==> src/rtl/ar_pkg.sv <==
package ar_pkg;

  typedef enum logic [1:0] {
    ST_RUN      = 2'd0,
    ST_HALT     = 2'd1,
    ST_RECHARGE = 2'd2
  } arState_t;

  typedef enum logic [2:0] {
    CAUSE_NONE     = 3'd0,
    CAUSE_OVERLOAD = 3'd1,
    CAUSE_SOFT_OV  = 3'd2,
    CAUSE_HARD_OV  = 3'd3,
    CAUSE_HOT      = 3'd4,
    CAUSE_EXT      = 3'd5,
    CAUSE_UV       = 3'd6
  } cause_t;

  // strobes from control to datapath
  typedef struct packed {
    logic clrWindows;
  } ctlStrobe_t;

  // qualification status from datapath to control
  typedef struct packed {
    logic blankDone;
    logic spikeDone;
    logic ovpDone;
    logic startDone;
    logic extDone;
  } dpFlags_t;

endpackage

==> src/rtl/ar_win_cnt.sv <==
module ar_win_cnt #(
  parameter int LIMIT = 4
) (
  input  logic clk,
  input  logic rstN,
  input  logic clr,
  input  logic en,
  output logic done
);
  localparam int CW = (LIMIT < 1) ? 1 : $clog2(LIMIT + 1);

  logic [CW-1:0] cnt;

  always_ff @(posedge clk or negedge rstN) begin
    if (!rstN)               cnt <= '0;
    else if (clr || !en)     cnt <= '0;
    else if (cnt != CW'(LIMIT)) cnt <= cnt + CW'(1);
  end

  assign done = (cnt == CW'(LIMIT));


  win_restart_chk: assert property (@(posedge clk) disable iff (!rstN)
    (!en && LIMIT > 0) |=> !done);


  win_hold_chk: assert property (@(posedge clk) disable iff (!rstN)
    (done && en && !clr) |=> done);

endmodule

==> src/rtl/ar_datapath.sv <==
module ar_datapath
  import ar_pkg::*;
#(
  parameter int BLANK_CYCLES      = 20000,
  parameter int SPIKE_CYCLES      = 30,
  parameter int HARDOV_CYCLES     = 120,
  parameter int STARTBLANK_CYCLES = 1000
) (
  input  logic       clk,
  input  logic       rstN,
  input  ctlStrobe_t strobe,
  input  logic       fbHigh,
  input  logic       baHigh,
  input  logic       extDisable,
  input  logic       vccOvHard,
  input  logic       burstActive,
  output dpFlags_t   flags
);
  logic blankDone, spikeDone, ovpDone, startDone, extDone;

  ar_win_cnt #(.LIMIT(BLANK_CYCLES)) u_blank (
    .clk(clk), .rstN(rstN), .clr(strobe.clrWindows),
    .en(fbHigh), .done(blankDone));

  ar_win_cnt #(.LIMIT(SPIKE_CYCLES)) u_spike (
    .clk(clk), .rstN(rstN), .clr(strobe.clrWindows),
    .en(fbHigh && blankDone && baHigh), .done(spikeDone));

  ar_win_cnt #(.LIMIT(HARDOV_CYCLES)) u_ovp (
    .clk(clk), .rstN(rstN), .clr(strobe.clrWindows),
    .en(vccOvHard && !burstActive), .done(ovpDone));

  ar_win_cnt #(.LIMIT(STARTBLANK_CYCLES)) u_start (
    .clk(clk), .rstN(rstN), .clr(strobe.clrWindows),
    .en(1'b1), .done(startDone));

  ar_win_cnt #(.LIMIT(SPIKE_CYCLES)) u_ext (
    .clk(clk), .rstN(rstN), .clr(strobe.clrWindows),
    .en(extDisable && startDone), .done(extDone));

  always_comb begin
    flags.blankDone = blankDone;
    flags.spikeDone = spikeDone;
    flags.ovpDone   = ovpDone;
    flags.startDone = startDone;
    flags.extDone   = extDone;
  end


  spike_after_blank_chk: assert property (@(posedge clk) disable iff (!rstN)
    spikeDone |-> blankDone);


  burst_mask_chk: assert property (@(posedge clk) disable iff (!rstN)
    burstActive |=> !ovpDone);

endmodule

==> src/rtl/ar_control.sv <==
module ar_control
  import ar_pkg::*;
(
  input  logic       clk,
  input  logic       rstN,
  input  dpFlags_t   flags,
  input  logic       fbHigh,
  input  logic       extDisable,
  input  logic       vccOvSoft,
  input  logic       overTemp,
  input  logic       vccUnder,
  input  logic       softStartActive,
  output ctlStrobe_t strobe,
  output logic       gateOff,
  output logic       autoRestart,
  output logic       clampRelease,
  output logic       restartReq,
  output logic [2:0] faultCause
);
  arState_t state, nextState;
  cause_t   cause, nextCause;
  logic     softOv;

  assign softOv = vccOvSoft && fbHigh && softStartActive;

  always_comb begin
    nextState = state;
    nextCause = cause;
    case (state)
      ST_RUN: begin
        if (overTemp) begin
          nextState = ST_HALT;     nextCause = CAUSE_HOT;
        end else if (flags.ovpDone) begin
          nextState = ST_HALT;     nextCause = CAUSE_HARD_OV;
        end else if (softOv) begin
          nextState = ST_HALT;     nextCause = CAUSE_SOFT_OV;
        end else if (flags.extDone) begin
          nextState = ST_HALT;     nextCause = CAUSE_EXT;
        end else if (flags.spikeDone) begin
          nextState = ST_HALT;     nextCause = CAUSE_OVERLOAD;
        end else if (vccUnder) begin
          nextState = ST_RECHARGE; nextCause = CAUSE_UV;
        end
      end
      ST_HALT:     if (vccUnder)  nextState = ST_RECHARGE;
      ST_RECHARGE: if (!vccUnder) nextState = ST_RUN;
      default:     nextState = ST_RECHARGE;
    endcase
  end

  always_ff @(posedge clk or negedge rstN) begin
    if (!rstN) begin
      state      <= ST_RECHARGE;
      cause      <= CAUSE_NONE;
      restartReq <= 1'b0;
    end else begin
      state      <= nextState;
      cause      <= nextCause;
      restartReq <= (state == ST_RECHARGE) && !vccUnder;
    end
  end

  assign strobe.clrWindows = (state != ST_RUN);
  assign autoRestart  = (state != ST_RUN);
  assign gateOff      = (state != ST_RUN) || (extDisable && flags.startDone);
  assign clampRelease = (state == ST_RUN) && flags.blankDone;
  assign faultCause   = cause;


  hot_trip_chk: assert property (@(posedge clk) disable iff (!rstN)
    (state == ST_RUN && overTemp) |=> (autoRestart && faultCause == 3'd4));


  halt_hold_chk: assert property (@(posedge clk) disable iff (!rstN)
    (state == ST_HALT && !vccUnder) |=> (state == ST_HALT));


  restart_pulse_chk: assert property (@(posedge clk) disable iff (!rstN)
    restartReq |=> !restartReq);


  ext_blank_chk: assert property (@(posedge clk) disable iff (!rstN)
    (state == ST_RUN && !flags.startDone) |-> !gateOff);

endmodule

==> src/rtl/ar_fault_sup.sv <==
module ar_fault_sup
  import ar_pkg::*;
#(
  parameter int BLANK_CYCLES      = 20000,
  parameter int SPIKE_CYCLES      = 30,
  parameter int HARDOV_CYCLES     = 120,
  parameter int STARTBLANK_CYCLES = 1000
) (
  input  logic       clk,
  input  logic       rstN,
  input  logic       fbHigh,
  input  logic       baHigh,
  input  logic       extDisable,
  input  logic       vccOvSoft,
  input  logic       vccOvHard,
  input  logic       overTemp,
  input  logic       vccUnder,
  input  logic       softStartActive,
  input  logic       burstActive,
  output logic       gateOff,
  output logic       autoRestart,
  output logic       clampRelease,
  output logic       restartReq,
  output logic [2:0] faultCause
);
  ctlStrobe_t strobe;
  dpFlags_t   flags;

  ar_datapath #(
    .BLANK_CYCLES(BLANK_CYCLES), .SPIKE_CYCLES(SPIKE_CYCLES),
    .HARDOV_CYCLES(HARDOV_CYCLES), .STARTBLANK_CYCLES(STARTBLANK_CYCLES)
  ) u_dp (
    .clk(clk), .rstN(rstN), .strobe(strobe),
    .fbHigh(fbHigh), .baHigh(baHigh), .extDisable(extDisable),
    .vccOvHard(vccOvHard), .burstActive(burstActive), .flags(flags));

  ar_control u_ctl (
    .clk(clk), .rstN(rstN), .flags(flags),
    .fbHigh(fbHigh), .extDisable(extDisable), .vccOvSoft(vccOvSoft),
    .overTemp(overTemp), .vccUnder(vccUnder),
    .softStartActive(softStartActive), .strobe(strobe),
    .gateOff(gateOff), .autoRestart(autoRestart),
    .clampRelease(clampRelease), .restartReq(restartReq),
    .faultCause(faultCause));

endmodule

==> config.mk <==
export PLATFORM = sky130hd
export DESIGN_NAME = ar_fault_sup
export DESIGN_NICKNAME = d
export VERILOG_FILES = /design/src/rtl/ar_pkg.sv /design/src/rtl/ar_win_cnt.sv /design/src/rtl/ar_datapath.sv /design/src/rtl/ar_control.sv /design/src/rtl/ar_fault_sup.sv
export SDC_FILE = /design/constraint.sdc
export NUM_CORES = 1
export LEC_CHECK = 0
export BUFFER_PORTS_ARGS = -buffer_cell sky130_fd_sc_hd__buf_2
export CORE_UTILIZATION = 41
export CTS_BUF_LIST = sky130_fd_sc_hd__clkbuf_2 sky130_fd_sc_hd__clkbuf_4 sky130_fd_sc_hd__clkbuf_8
export DETAILED_ROUTE_END_ITERATION = 6
export PLACE_DENSITY_LB_ADDON = 0.05
export SKIP_CTS_REPAIR_TIMING = 1
export SYNTH_ARGS = -nofsm -noshare
export SYNTH_HDL_FRONTEND = slang
export SYNTH_SLANG_ARGS = --single-unit
==> constraint.sdc <==
create_clock -name clk -period 2.91 [get_ports clk]
set_clock_uncertainty 0.05 [all_clocks]
set_input_delay 0.1455 -clock clk [delete_from_list [all_inputs] [get_ports clk]]
set_output_delay 0.1455 -clock clk [all_outputs]
set_load 0.1 [all_outputs]
==> flow_metrics.tcl <==
set metrics [dict create \
    status "complete, no violations" \
    cp-end-kind "output pin" \
    yosysTopAreaCell "dfrtp_1" \
    viasPerCell 5.22 \
    clock-root-buffer "clkbuf_8" \
    synth_top_family_by_area "simple AND/OR/NAND/NOR gates" \
    power_mw 1.52 \
    die_h_um 79.5 \
    ant_nets 0 \
    cts_buffers 5 \
    timing.final.crit_share_pct 89.1 \
    grt_pass1_wl_um 8230 \
    p_per_area_nw_per_um2 548 \
    drive_gt1_share_pct 13.1 \
    cp_num_buf_inv 1 \
    fp.dieArea_um2 6320 \
    synth_edf_count 0 \
    required_ns 2.71 \
    vdd.ir_drop.worst_uv 390 \
    cts_tree "yes" \
    final_common_cell "dfrtp_1" \
    syn_nets 277 \
    drc 0 \
    setup_tns_ns 0 \
    setup_viol 0 \
    rsz0062_at_grt "no" \
    start_kind "flip-flop" \
    crit_family "simple AND/OR/NAND/NOR gates" \
    hpwl_um 3430 \
    hp-class "in2reg" \
    routabilityCongestion 0.756 \
    syn_area_per_cell_um2 9.61 \
    r2r_slack_ns 0.64 \
    synth.cell_area_um2 2460 \
    core_area_um2 5640 \
    fp.dieW_um 79.5 \
    slowest_delay_ns 0.59 \
    fmax_ghz 0.386 \
    maxSlewViolCount 0 \
    hold_viol 0 \
    grt_overflow 0 \
    most-common-layout-cells "47 x dfrtp_1, 37 x nor2_1, 20 x nand3_1" \
    critPathKind "reg2out" \
    grt_pass1_vias 1766 \
    clk_path_buf_depth 2 \
    yosys.area_share.simple_pct 24.7 \
    hold_ws_ns 0.00622 \
    worst-path-max-fanout 6 \
    start_util_pct 43.6 \
    worst_pin_slew_ns 0.616 \
    port_buffers 17 \
    p_leak_nw 1.16 \
    synth.area.top_cells "dfrtp_1 48%, nor2_1 5.8%, ha_1 5.1%" \
    ys_seq_area_share_pct 48.9 \
    rows 27 \
    cap_violations 0 \
    synth_top_cell_area_share_pct 47.8 \
    drt_pass1_iterations 4 \
    critical_path.slowest_cell "or4_4" \
    synthFlopType "dfrtp_1" \
    yosys_register_bits 48 \
    synth_cells 256 \
    num-nets-final 302 \
    antenna_found_initial 0 \
    cts.clk_slew.worst_paths_ns 0.10 \
    synth_fa_ha_area_share_pct 5.08 \
    htreeDepth 2 \
    wirelength_um 4760 \
    vias 1848 \
    finalInstanceArea_um2 2770 \
    postPlaceCellArea_um2 2650 \
    ys_warn_count 0 \
    area_growth_pct 12.5 \
    num_antenna_cells 0 \
    crit_chain "or4b_1 > or4_4 > nor2_2 > buf_2" \
    yosys.area_share.xor_xnor_pct 7.83 \
    synthMuxAreaShare_pct 1.63 \
    worstPathArrival_ns 2.40 \
    synth-compound-area-share_pct 9.15 \
    yosysUniqueCellTypes 39 \
    drtIter0Drc 106 \
    ios 18 \
    grt_start_max_net_pins 26 \
    grt_usage_pct 17.0 \
    synthArstFlopShare_pct 100 \
    clock_sinks 48 \
    fill_cells 532 \
    insertion_delay_ns 0.31 \
    slew_headroom_pct 58.5 \
    fin_crit_ns 2.59 \
    avgRoutedWirePerCell_um 13.5 \
    utilization_pct 49.1 \
]
==> flip-flops by register name (all words and copies together) (netlist names) <==
name,count
u_ctl.faultCause,3
u_ctl.restartReq,1
u_ctl.state,2
u_dp.u_blank.cnt,15
u_dp.u_ext.cnt,5
u_dp.u_ovp.cnt,7
u_dp.u_spike.cnt,5
u_dp.u_start.cnt,10
==> area by class of cell <==
class / instances / area (µm²) / share of cell area (%)
flip-flops and latches: 48 / 1200 / 43.4
clock buffers: 6 / 76.3 / 2.76
clock inverters: 2 / 35.0 / 1.27
repair buffers: 22 / 125 / 4.52
multi-input cells: 192 / 1190 / 43.1
well taps: 72 / 90.1 / 3.25
inverters: 12 / 45.0 / 1.63
==> through the flow <==
stage,setup slack [ns],cells
floorplan,0.147,256
finish,0.316,354
global route,0.236,354
CTS,0.291,353
global placement,0.624,345
detailed placement,0.633,345
==> synth_stat cells, types with 2 or more instances <==
master,instances
a31oi_1,2
and4_1,2
mux2i_1,4
nand3_1,20
nand4_1,6
or3_1,7
or4b_1,2
nor3_1,11
clkbuf_1,2
ha_1,10
inv_1,12
nor3b_1,3
nor4_1,3
xnor2_1,13
nand2_1,16
xor2_1,9
o21ai_0,13
and3_1,2
o21a_1,2
dfrtp_1,47
nand4bb_1,2
nor2_1,38
a21oi_1,14
==> report_power, final <==
group	switching, mW	internal [mW]
combinational	0.226	0.0644
sequential	0.0290	0.698
clock	0.234	0.265
==> kinds of logic (layout without fill, tap and decap cells) <==
family          Yosys count  after routing
simple gates            118            118
flops                    48             48
compound gates           38             38
xor+xnor                 22             22
buf+inv                  16             42
fa+ha+maj                10             10
mux                       4              4
==> metal layers <==
layer,vias to the layer above,global-route usage (%),part of all wire (%)
li1,946,-,-
met1,872,21.9,50
met2,23,27.9,46
met3,7,2.74,2.5
met4,0,7.64,1.8
met5,-,0,0
==> path summary, 6_finish.rpt <==
path / from / endpoint / depth (start not counted)
worst max-delay path: u_dp.u_blank.cnt[4]$_DFFE_PN0P_ / clampRelease / 4
worst min-delay path: vccUnder / u_ctl.restartReq$_DFF_PN0_ / 2
worst max register to register: u_dp.u_blank.cnt[4]$_DFFE_PN0P_ / u_dp.u_spike.cnt[4]$_DFFE_PN0P_ / 4
worst min register to register: u_ctl.faultCause[2]$_DFFE_PN0P_ / u_ctl.faultCause[2]$_DFFE_PN0P_ / 1
max in group asynchronous: rstN / u_ctl.state[1]$_DFFE_PN1P_ / 3
min in group asynchronous: rstN / u_dp.u_start.cnt[7]$_DFFE_PN0P_ / 2
Note: power is estimated with default switching activity, not from simulation.
